## src/rtl/scrx_pkg.sv

```systemverilog
package scrx_pkg;
  localparam int LEN_W      = 3;
  localparam int DEPTH_MAX  = 1 << LEN_W;
  localparam int CNT_W      = LEN_W + 1;
  localparam int DATA_W     = 8;
  localparam int QPER_ETU   = 4;
  localparam int Q_W        = 6;
  localparam int Q_GLITCH   = 2;
  localparam int Q_FIRST    = QPER_ETU + 2;
  localparam int Q_LAST     = QPER_ETU * 9 + 2;
  localparam int Q_STOPCHK  = QPER_ETU * 10 + 1;
  localparam int Q_DECIDE   = QPER_ETU * 10 + 2;
  localparam int Q_SIG_END  = Q_DECIDE + QPER_ETU;

  function automatic logic parity_bad(input logic [DATA_W-1:0] d, input logic p);
    return ^{d, p};
  endfunction

  function automatic logic [CNT_W-1:0] depth_of(input logic [LEN_W-1:0] len);
    return {1'b0, len} + CNT_W'(1);
  endfunction

  function automatic logic is_bit_point(input logic [Q_W-1:0] q);
    return (q >= Q_W'(Q_FIRST)) && (q <= Q_W'(Q_LAST)) && (q[1:0] == 2'd2);
  endfunction
endpackage

```

## src/rtl/scrx_framer.sv

```systemverilog
module scrx_framer
  import scrx_pkg::*;
(
  input  logic              clk,
  input  logic              rst_n,
  input  logic              qtick,
  input  logic              io_in,
  input  logic              proto_t1,
  output logic              done,
  output logic [DATA_W-1:0] data,
  output logic              par_bad,
  output logic              frame_bad,
  output logic              drive_low
);
  logic           busy;
  logic [Q_W-1:0] q;
  logic [DATA_W:0] sh;
  logic           fbad;

  assign data      = sh[DATA_W-1:0];
  assign par_bad   = parity_bad(sh[DATA_W-1:0], sh[DATA_W]);
  assign frame_bad = fbad;

  always_ff @(posedge clk or negedge rst_n) begin
    if (!rst_n) begin
      busy      <= 1'b0;
      q         <= '0;
      sh        <= '0;
      fbad      <= 1'b0;
      done      <= 1'b0;
      drive_low <= 1'b0;
    end else begin
      done <= 1'b0;
      if (qtick) begin
        if (!busy) begin
          if (!io_in) begin
            busy <= 1'b1;
            q    <= Q_W'(1);
          end
        end else begin
          q <= q + Q_W'(1);
          if (q == Q_W'(Q_GLITCH) && io_in) busy <= 1'b0;
          if (is_bit_point(q)) sh <= {io_in, sh[DATA_W:1]};
          if (q == Q_W'(Q_STOPCHK)) fbad <= ~io_in;
          if (q == Q_W'(Q_DECIDE)) begin
            done <= 1'b1;
            if (!proto_t1 && par_bad && !fbad) drive_low <= 1'b1;
            else busy <= 1'b0;
          end
          if (q == Q_W'(Q_SIG_END)) begin
            drive_low <= 1'b0;
            busy      <= 1'b0;
          end
        end
      end
    end
  end
endmodule

```

## src/rtl/scrx_fifo.sv

```systemverilog
module scrx_fifo #(
  parameter int DEPTH = 8,
  parameter int DW    = 8
) (
  input  logic                       clk,
  input  logic                       rst_n,
  input  logic                       push,
  input  logic [DW-1:0]              wdata,
  input  logic                       pop,
  input  logic [$clog2(DEPTH):0]     depth,
  output logic [DW-1:0]              rdata,
  output logic [$clog2(DEPTH):0]     count,
  output logic                       empty,
  output logic                       full
);
  localparam int PW = $clog2(DEPTH);
  localparam int CW = PW + 1;

  logic [DW-1:0] mem [DEPTH];
  logic [PW-1:0] wptr, rptr;
  logic          do_push, do_pop;

  function automatic logic [PW-1:0] nxt(input logic [PW-1:0] p);
    return (p == PW'(DEPTH - 1)) ? '0 : p + PW'(1);
  endfunction

  assign empty   = (count == '0);
  assign full    = (count >= depth);
  assign do_push = push && !full;
  assign do_pop  = pop && !empty;
  assign rdata   = mem[rptr];

  always_ff @(posedge clk) begin
    if (do_push) mem[wptr] <= wdata;
  end

  always_ff @(posedge clk or negedge rst_n) begin
    if (!rst_n) begin
      wptr  <= '0;
      rptr  <= '0;
      count <= '0;
    end else begin
      if (do_push) wptr <= nxt(wptr);
      if (do_pop)  rptr <= nxt(rptr);
      case ({do_push, do_pop})
        2'b10:   count <= count + CW'(1);
        2'b01:   count <= count - CW'(1);
        default: count <= count;
      endcase
    end
  end
endmodule

```

## src/rtl/scrx_err.sv

```systemverilog
module scrx_err
  import scrx_pkg::*;
(
  input  logic             clk,
  input  logic             rst_n,
  input  logic             done,
  input  logic             par_bad,
  input  logic             frame_bad,
  input  logic             proto_t1,
  input  logic [LEN_W-1:0] pe_limit,
  input  logic             full,
  input  logic             status_rd,
  output logic             store_req,
  output logic             parity_err,
  output logic             frame_err,
  output logic             overrun
);
  logic [LEN_W-1:0] pe_cnt;
  logic set_pe, set_fe, set_ov;

  assign store_req = done && !frame_bad && (!par_bad || proto_t1);
  assign set_fe    = done && frame_bad;
  assign set_ov    = store_req && full;
  assign set_pe    = done && !frame_bad && par_bad && (proto_t1 || pe_cnt == pe_limit);

  always_ff @(posedge clk or negedge rst_n) begin
    if (!rst_n) begin
      pe_cnt     <= '0;
      parity_err <= 1'b0;
      frame_err  <= 1'b0;
      overrun    <= 1'b0;
    end else begin
      if (done && !frame_bad && !proto_t1) begin
        if (!par_bad || pe_cnt == pe_limit) pe_cnt <= '0;
        else pe_cnt <= pe_cnt + LEN_W'(1);
      end
      parity_err <= (parity_err && !status_rd) || set_pe;
      frame_err  <= (frame_err  && !status_rd) || set_fe;
      overrun    <= (overrun    && !status_rd) || set_ov;
    end
  end
endmodule

```

## src/rtl/sc_char_rx.sv

```systemverilog
module sc_char_rx
  import scrx_pkg::*;
(
  input  logic             clk,
  input  logic             rst_n,
  input  logic             qtick,
  input  logic             io_in,
  output logic             io_drive_low,
  input  logic             proto_t1,
  input  logic [2:0]       fifo_len,
  input  logic [2:0]       pe_limit,
  input  logic             rd_en,
  output logic [7:0]       rd_data,
  input  logic             status_rd,
  output logic             fifo_empty,
  output logic             fifo_full,
  output logic             overrun,
  output logic             frame_err,
  output logic             parity_err,
  output logic             irq
);
  logic              char_done, char_par_bad, char_frame_bad;
  logic [DATA_W-1:0] char_data;
  logic              store_req, store_fire;
  logic [CNT_W-1:0]  fifo_cnt;

  scrx_framer u_framer (
    .clk(clk), .rst_n(rst_n), .qtick(qtick), .io_in(io_in), .proto_t1(proto_t1),
    .done(char_done), .data(char_data), .par_bad(char_par_bad),
    .frame_bad(char_frame_bad), .drive_low(io_drive_low)
  );

  scrx_err u_err (
    .clk(clk), .rst_n(rst_n), .done(char_done), .par_bad(char_par_bad),
    .frame_bad(char_frame_bad), .proto_t1(proto_t1), .pe_limit(pe_limit),
    .full(fifo_full), .status_rd(status_rd), .store_req(store_req),
    .parity_err(parity_err), .frame_err(frame_err), .overrun(overrun)
  );

  assign store_fire = store_req && !fifo_full;

  scrx_fifo #(.DEPTH(DEPTH_MAX), .DW(DATA_W)) u_fifo (
    .clk(clk), .rst_n(rst_n), .push(store_req), .wdata(char_data),
    .pop(rd_en), .depth(depth_of(fifo_len)), .rdata(rd_data),
    .count(fifo_cnt), .empty(fifo_empty), .full(fifo_full)
  );

  assign irq = fifo_full || overrun || frame_err || parity_err;
endmodule

```

## config.mk

```make
export PLATFORM = sky130hd
export DESIGN_NAME = sc_char_rx
export DESIGN_NICKNAME = d
export VERILOG_FILES = /design/src/rtl/scrx_pkg.sv /design/src/rtl/scrx_framer.sv /design/src/rtl/scrx_fifo.sv /design/src/rtl/scrx_err.sv /design/src/rtl/sc_char_rx.sv
export SDC_FILE = /design/constraint.sdc
export NUM_CORES = 1
export LEC_CHECK = 0
export BUFFER_PORTS_ARGS = -buffer_cell sky130_fd_sc_hd__clkbuf_2
export CORE_MARGIN = 2
export CORE_UTILIZATION = 60
export DETAILED_ROUTE_END_ITERATION = 10
export HOLD_SLACK_MARGIN = 0.03
export PLACE_DENSITY_LB_ADDON = 0.15
export SKIP_CTS_REPAIR_TIMING = 1
export SLEW_MARGIN = 20
export SYNTH_ARGS = -nofsm -noshare
export SYNTH_HDL_FRONTEND = slang
export SYNTH_SLANG_ARGS = --single-unit
```

## constraint.sdc

```tcl
create_clock -name clk -period 6.45 [get_ports clk]
set_clock_uncertainty 0.05 [all_clocks]
set_input_delay 1.29 -clock clk [delete_from_list [all_inputs] [get_ports clk]]
set_output_delay 1.29 -clock clk [all_outputs]
set_load 0.02 [all_outputs]
```

==> results of run 1 <==
-- area by class of cell --
cell class,instances,share of cell area [%]
clock buffer,12,3.19
clock inverter,4,0.663
inverter,19,1.45
multi-input combinational,166,31.4
sequential,99,57.1
tap,99,2.52
timing repair buffer,33,3.67
-- worst max-delay path by stage --
| stage | startpoint | end | slack, ns |
|---|---|---|---|
| floorplan | fifo_len[0] | irq | 2.13 |
| global placement | fifo_len[0] | irq | 2.09 |
| detailed placement | fifo_len[0] | irq | 2.07 |
| CTS | fifo_len[0] | irq | 2.05 |
| global route | fifo_len[0] | irq | 1.96 |
| finish | fifo_len[0] | irq | 2.09 |
-- registers in the layout, summed over array words and instances, names as in the netlist, 3 cells and up --
signal / count
u_fifo.wptr: 3
u_fifo.count: 4
u_err.pe_cnt: 3
u_fifo.rptr: 3
u_framer.sh: 9
u_fifo.mem: 64
u_framer.q: 6
-- layout by cell type (no fill, tap or decap), types with 2 or more instances in the layout --
master,count
inv_1,18
xnor3_1,2
clkbuf_8,9
edfxtp_1,64
mux2i_1,2
o21a_1,2
nand3_1,6
mux2_2,21
o22ai_1,2
nor3_1,4
clkinvlp_4,2
xnor2_1,5
buf_4,6
a21oi_1,4
or3_1,3
nor2_1,5
xor2_1,7
nand2b_1,5
clkbuf_1,2
dfrtp_1,34
o31ai_1,2
nor4_1,7
a22o_1,4
and4_1,2
mux4_2,16
o21ai_0,13
nand2_1,22
clkbuf_2,27
ha_1,16
a21o_1,2
-- kinds of logic (layout without fill, tap and decap cells) --
| family | after synthesis | after routing | share of synthesized area (%) |
|---|---|---|---|
| flip-flops | 99 | 99 | 62.8 |
| AND/OR/NAND/NOR | 62 | 62 | 7.44 |
| multiplexers | 40 | 40 | 14.2 |
| AO/OA/AOI/OAI | 33 | 33 | 4.72 |
| buffers and inverters | 30 | 68 | 2.58 |
| adder cells (fa/ha/maj) | 17 | 17 | 4.94 |
| XOR/XNOR | 14 | 14 | 3.37 |
-- critical path, stage by stage --
cell and delay [ns]:
clkbuf_2 0.10, ha_1 0.21, xnor2_1 0.13, ha_1 0.27
nand2_1 0.04, o21ai_0 0.61, or4_1 0.21, clkbuf_2 0.16
-- routing by layer --
layer  track usage [%]  share of wire (%)  wire length, um  up-vias
li1                  -                  -                -     1176
met3              3.44                2.8              209       12
met5                 0                  0                0        -
met4              7.69                1.8              131        0
met2              33.6                 50             3660       42
met1              26.4                 45             3330     1220
-- report_power, final --
group	switching (mW)	internal (mW)	leakage, nW
clock network	0.205	0.166	0.0883
logic	0.248	0.284	0.809
registers	0.147	0.739	1.05
-- metrics by stage --
step / setup WS [ns] / hold WS (ns) / utilization [%]
floorplan: 2.13 / 0.404 / -
global placement: 2.09 / 0.436 / 65.4
detailed placement: 2.07 / 0.426 / 65.4
CTS: 2.05 / 0.461 / 68.0
global route: 1.96 / 0.496 / 68.0
finish: 2.09 / 0.455 / 68.0
==> reports/summary.txt, run 1 <==
Synth cell types -> 43
top post-synthesis cells by count -> edfxtp_1, dfrtp_1, nand2_1
max_slew headroom -> 40.9%
CP arrival -> 3.02 ns
reg-to-reg startpoint -> u_framer.sh[6]
Final Cycle Share -> 67.6%
synth top area cells -> edfxtp_1, dfrtp_1, mux4_2, mux2_2, ha_1
Final Slew Violations -> 0
TritonRoute pass-1 iters -> 4
Detailed Place HPWL -> 4980 um
register area -> 2800 sq um
critical setup path kind -> in2out
initial antenna violation count -> 0
first-pass GRT wire length -> 12400 um
Mapped Cells -> 295
final hold vios -> 0
min-delay src -> u_framer.done
Hold Path Sink -> u_err.frame_err
Max IR drop VDD -> 0.212 mV
total gr overflow -> 0
port bufs -> 27
Critical Path RT -> 5.11 ns
PwrDens -> 365 nW/um^2
WL final -> 7340 um
HP Class -> reg2reg
Post-synth EDFFs -> 64
asr flop ratio synth -> 35.4%
fill count -> 538
Total GRT Usage -> 20.0%
Post-DP Area -> 4720 sq um
worst hold path stage count -> 2
IO Count -> 28
Primary FF master, synth -> edfxtp_1
Placed Cells -> 416
Die Footprint -> 8130 sq um
Layout Cells excl Fill -> 432
Starting Density -> 61.8%
area grow syn2layout -> 10.1%
worst reg2reg endpoint -> u_fifo.count[3]
pin count of the biggest net entering global routing -> 36
vias per inst -> 5.67
gpl congestion -> 0.807
Yosys top cell area share -> 43.1%
Worst Reg-to-Reg Cells -> 12
synthesized flop and latch total -> 99
routed length per instance -> 17.0 um
Yosys top cell by area -> edfxtp_1
DRC -> 0
CTS tree -> built
nets -> 358
Root Driver -> clkbuf_8
Clk Latency, worst-skew pair -> 0.35 ns
CP Launch Type -> input pin
Fin Setup TNS -> 0 ns
via count -> 2450
unrepaired setup endpoints after global routing -> no
# setup viols final -> 0
mapped cell area -> 4460 sq um
Fmax achieved -> 0.229 GHz
status -> finished clean
Max-Cap Viols -> 0
CTS Buf Count -> 9
syn_nets -> 325
initial drt markers -> 156
Syn. warnings -> 0
row count -> 31
leakage power -> 1.94 nW
slew of the pin with the lowest slew margin -> 0.886 ns
vias in the first global route -> 2453
remaining antenna violation count -> 0
diodes inserted -> 0
htree depth -> 3
Worst Path Max Fanout -> 4
R2R setup slack -> 3.07 ns
Post-Synthesis Mean Instance Area -> 15.1 sq um
Seq/Total Area, Yosys -> 62.8%
crit end category -> primary output
Core ar. -> 7210 sq um
largest buffer count on any clock path -> 2
Clock Pin Slew Worst Setup and Hold Paths -> 0.08 ns
CTS sink cnt -> 99
Final Cell Area -> 4910 sq um
die height -> 90.2 um
most frequent cell after synthesis -> edfxtp_1
Final min period -> 4.36 ns
Final Power -> 1.79 mW
share of layout cells above drive strength 1 -> 26.7%
die width -> 90.2 um
area of the multi-input gates -> 1540 sq um
(Power assumes the default switching activity.)
==> run 2, diff against run 1 <==
--- a/config.mk
+++ b/config.mk
@@ -7,7 +7,7 @@
 export LEC_CHECK = 0
 export BUFFER_PORTS_ARGS = -buffer_cell sky130_fd_sc_hd__clkbuf_2
 export CORE_MARGIN = 2
-export CORE_UTILIZATION = 60
+export CORE_UTILIZATION = 54
 export DETAILED_ROUTE_END_ITERATION = 10
 export HOLD_SLACK_MARGIN = 0.03
 export PLACE_DENSITY_LB_ADDON = 0.15
==> constraint.sdc (replaced) <==
create_clock -name clk -period 3.9 [get_ports clk]
set_clock_uncertainty 0.05 [all_clocks]
set_input_delay 0.78 -clock clk [delete_from_list [all_inputs] [get_ports clk]]
set_output_delay 0.78 -clock clk [all_outputs]
set_load 0.02 [all_outputs]
==> reports/summary.txt, run 2 (synthesized netlist as in run 1, its figures left out) <==
status -> finished clean
most common cell after layout, fill and taps aside -> edfxtp_1
area grow syn2layout -> 11.0%
Detailed Place HPWL -> 5020 um
Max-Cap Viols -> 0
initial drt markers -> 95
largest buffer count on any clock path -> 2
Clk network pwr share -> 20.2%
Final Core Density -> 61.1%
critical setup path kind -> reg2reg
Flop pwr share -> 48.2%
setup ws final -> 0.660 ns
Starting Density -> 55.1%
via count -> 2478
Max IR drop VDD -> 0.356 mV
CTS sink cnt -> 99
initial antenna violation count -> 0
Layout Cells excl Fill -> 442
leading registers by flop count -> u_fifo.mem: 64 flops, u_framer.sh: 9 flops, u_framer.q: 6 flops
Final Cycle Share -> 83.1%
port bufs -> 27
vias in the first global route -> 2453
vias per inst -> 5.61
pre-CTS WS -> 0.382 ns
CP peak stage delay -> 0.57 ns
HP Class -> reg2reg
Root Driver -> clkbuf_8
nets -> 362
switching share of power -> 34.3%
CP Launch Type -> register
remaining antenna violation count -> 0
Placed Cells -> 426
Fmax achieved -> 0.309 GHz
slew of the pin with the lowest slew margin -> 0.902 ns
DRC -> 0
htree depth -> 3
Hold WS -> 0.448 ns
Comb power frac -> 31.6%
Final Slew Violations -> 0
die width -> 94.8 um
met1 WL -> 3290 um
row count -> 33
Total GRT Usage -> 18.4%
Final Power -> 2.99 mW
final hold vios -> 0
DR WL met2 -> 3690 um
pin count of the biggest net entering global routing -> 36
Top Layer Used -> met4
P_int -> 1.96 mW
Critical Path RT -> 4.10 ns
Worst Path Max Fanout -> 11
Post-DP Area -> 4770 sq um
Final min period -> 3.24 ns
Core ar. -> 8090 sq um
first-pass GRT wire length -> 12100 um
WL final -> 7360 um
max_slew headroom -> 39.9%
unrepaired setup endpoints after global routing -> no
Fin Setup TNS -> 0 ns
most frequent cells in the layout -> edfxtp_1, dfrtp_1, clkbuf_2, nand2_1, mux2_2
Final Cell Area -> 4950 sq um
total gr overflow -> 0
diodes inserted -> 0
Clock Pin Slew Worst Setup and Hold Paths -> 0.09 ns
PwrDens -> 604 nW/um^2
share of layout cells above drive strength 1 -> 27.6%
Die Footprint -> 8990 sq um
# setup viols final -> 0
Clk Latency, worst-skew pair -> 0.36 ns
CTS tree -> built
Switch Pwr -> 1.02 mW
critical-path cell list -> xor2_1 -> xnor3_1 -> mux2i_2 -> nor3b_4 -> inv_2 -> ha_1 -> ha_1 -> a21o_1 -> a21oi_1 -> xnor2_1 -> nor2_1 -> xor2_1
WL met3 -> 229 um
Crit-path slowest cell -> dfrtp_1
routed length per instance -> 16.6 um
crit end category -> register
TritonRoute pass-1 iters -> 4
Biggest register -> u_fifo.mem
CTS Buf Count -> 9
die height -> 94.8 um
leakage power -> 1.97 nW
gpl congestion -> 0.834
IO Count -> 28
max FFs per register -> 64
CP arrival -> 3.44 ns
-- run 2: cell types whose count changed in the layout (fill, tap and decap cells not counted), sizes merged --
| cell | before | now |
|---|---|---|
| buf | 6 | 10 |
| clkbuf | 39 | 36 |
| clkinv | 1 | 3 |
| clkinvlp | 2 | 1 |
| inv | 20 | 22 |
-- run 2: worst paths after layout --
kind	end	slack, ns	start	cells after the start
min reg2reg	u_err.frame_err	0.45	u_framer.done	2
max	u_fifo.count[3]	0.66	u_framer.sh[6]	12
max reg2reg	u_fifo.count[3]	0.66	u_framer.sh[6]	12
min in group asynchronous	u_framer.q[1]	0.48	rst_n	1
max in group asynchronous	u_framer.frame_bad	2.76	rst_n	1
min	u_err.frame_err	0.45	u_framer.done	2
-- run 2: area by class of cell --
type	instances	area, sq um
inverters	19	71.3
repair buffers	37	223
well taps	105	131
multi-input cells	166	1540
fillers	674	3150
clock inverters	7	57.6
flip-flops and latches	99	2800
clock buffers	9	124
-- run 2: metal layers --
metal | GRT usage (%) | vias to the layer above
li1 | - | 1188
met1 | 24.0 | 1239
met2 | 30.7 | 40
met3 | 2.63 | 11
met4 | 8.33 | 0
met5 | 0 | -
-- run 2: power by group through the flow --
stage / clock network, mW / registers, mW / logic [mW]
after CTS: 0.622 / 1.45 / 0.958
after global routing: 0.660 / 1.47 / 1.06
after global placement: 0 / 1.46 / 0.940
after floorplan: 0 / 1.31 / 0.838
after detailed placement: 0 / 1.47 / 0.952
final: 0.602 / 1.44 / 0.944
-- run 2: worst max-delay path, delay by kind of cell, from the launching register on --
| kind | cells | cell delay [ns] |
|---|---|---|
| buffers and inverters | 1 | 0.09 |
| xor gates and xnor gates | 4 | 0.94 |
| AOI/OAI and AO/OA | 2 | 0.33 |
| adders and majority gates | 2 | 0.51 |
| DFF | 1 | 0.57 |
| and+or+nand+nor | 2 | 0.35 |
| muxes | 1 | 0.31 |
==> run 3, diff against run 2 <==
--- a/config.mk
+++ b/config.mk
@@ -7,7 +7,7 @@
 export LEC_CHECK = 0
 export BUFFER_PORTS_ARGS = -buffer_cell sky130_fd_sc_hd__clkbuf_2
 export CORE_MARGIN = 2
-export CORE_UTILIZATION = 54
+export CORE_UTILIZATION = 60
 export DETAILED_ROUTE_END_ITERATION = 10
 export HOLD_SLACK_MARGIN = 0.03
 export PLACE_DENSITY_LB_ADDON = 0.15
==> constraint.sdc (replaced) <==
create_clock -name clk -period 3 [get_ports clk]
set_clock_uncertainty 0.05 [all_clocks]
set_input_delay 0.6 -clock clk [delete_from_list [all_inputs] [get_ports clk]]
set_output_delay 0.6 -clock clk [all_outputs]
set_load 0.02 [all_outputs]
==> reports/summary.txt, run 3 (synthesized netlist as in run 1, its figures left out) <==
leakage power -> 2.06 nW
P_int -> 2.69 mW
Clk network pwr share -> 20.2%
initial antenna violation count -> 0
HP Class -> in2async
htree depth -> 3
Layout Cells excl Fill -> 453
initial drt markers -> 110
Worst Reg-to-Reg Cells -> 12
Final Power -> 4.11 mW
Post-DP Area -> 4840 sq um
max_slew headroom -> 40.6%
CP Launch Type -> input pin
slew of the pin with the lowest slew margin -> 0.891 ns
Final Cell Area -> 5110 sq um
Switch Pwr -> 1.42 mW
Final min period -> 2.90 ns
most common cell after layout, fill and taps aside -> edfxtp_1
status -> finished clean
TritonRoute pass-1 iters -> 4
WL final -> 7690 um
Root Driver -> clkbuf_8
area grow syn2layout -> 14.7%
remaining antenna violation count -> 0
pin count of the biggest net entering global routing -> 36
Comb power frac -> 36.8%
Hold WS -> 0.300 ns
Max IR drop VDD -> 0.445 mV
DRC -> 0
CTS Buf Count -> 9
Max-Cap Viols -> 0
Biggest register -> u_fifo.mem
die height -> 90.2 um
critical setup path kind -> in2out
leading registers by flop count -> u_fifo.mem: 64 flops, u_framer.sh: 9 flops, u_framer.q: 6 flops
vias in the first global route -> 2559
Clock Pin Slew Worst Setup and Hold Paths -> 0.10 ns
port bufs -> 27
Die Footprint -> 8130 sq um
setup ws final -> 0.0969 ns
pre-CTS WS -> -0.172 ns
CTS tree -> built
Final Core Density -> 70.8%
R2R setup slack -> 0.20 ns
Final Slew Violations -> 0
largest buffer count on any clock path -> 2
Fmax achieved -> 0.344 GHz
routed length per instance -> 17.0 um
Placed Cells -> 432
reg-to-reg startpoint -> u_framer.sh[7]
share of layout cells above drive strength 1 -> 33.3%
total gr overflow -> 0
diodes inserted -> 0
Worst Path Max Fanout -> 3
Total GRT Usage -> 20.1%
max FFs per register -> 64
CTS sink cnt -> 99
switching share of power -> 34.6%
worst reg2reg endpoint -> u_fifo.count[3]
Detailed Place HPWL -> 5100 um
nets -> 379
first-pass GRT wire length -> 12700 um
PwrDens -> 804 nW/um^2
Fin Setup TNS -> 0 ns
final hold vios -> 0
most frequent cells in the layout -> edfxtp_1, dfrtp_1, buf_4, clkbuf_2, nand2_1
crit end category -> primary output
die width -> 90.2 um
Core ar. -> 7210 sq um
row count -> 31
CP arrival -> 2.25 ns
Starting Density -> 61.8%
via count -> 2528
gpl congestion -> 0.803
vias per inst -> 5.58
Flop pwr share -> 43.1%
Final Cycle Share -> 96.8%
IO Count -> 28
# setup viols final -> 0
Critical Path RT -> 2.35 ns
Clk Latency, worst-skew pair -> 0.36 ns
==> run 3: cell count changes in the layout (fill, tap and decap cells not counted), sizes merged <==
cell | previous run | this run
buf | 10 | 28
clkbuf | 36 | 35
==> run 3: worst max path at each step <==
stage,slack (ns),startpoint,cells past startpoint,end
final,0.1,fifo_len[0],9,irq
after global routing,-0.002,fifo_len[0],9,irq
after CTS,-0.02,u_fifo.count[0],8,irq
after detailed placement,-0.17,fifo_len[0],15,u_fifo.count[3]
after global placement,-0.07,fifo_len[0],15,u_fifo.count[3]
after floorplan,-0.21,fifo_len[0],8,u_fifo.mem[2][0]
==> run 3: cell type report <==
cell class	instances	area, sq um
Multi-Input combinational cell	166	1570
Clock buffer	9	124
Fill cell	498	2100
Sequential cell	99	2800
Inverter	19	71.3
Tap cell	99	124
Clock inverter	7	80.1
Timing Repair Buffer	54	344
==> run 3: routing by layer <==
layer	up-vias	global-route usage [%]	part of all wire, %
met5	-	0	0
met4	0	5.00	0.68
met3	7	4.69	4.3
met2	57	33.0	51
met1	1245	27.8	44
li1	1219	-	-
==> run 3: power groups by stage <==
stage | Sequential (mW) | Combinational (mW) | Clock (mW)
floorplan | 1.71 | 1.09 | 0
global route | 1.80 | 1.67 | 0.899
finish | 1.77 | 1.51 | 0.829
global placement | 1.80 | 1.34 | 0
detailed placement | 1.80 | 1.38 | 0
CTS | 1.77 | 1.39 | 0.849
==> run 3: critical path, cell delays in order <==
cell and delay [ns]:
clkbuf_2 0.10, ha_1 0.27, inv_1 0.04, ha_1 0.27, a21oi_2 0.15, o21ai_2 0.09, buf_4 0.16, or4_4 0.42
buf_6 0.15
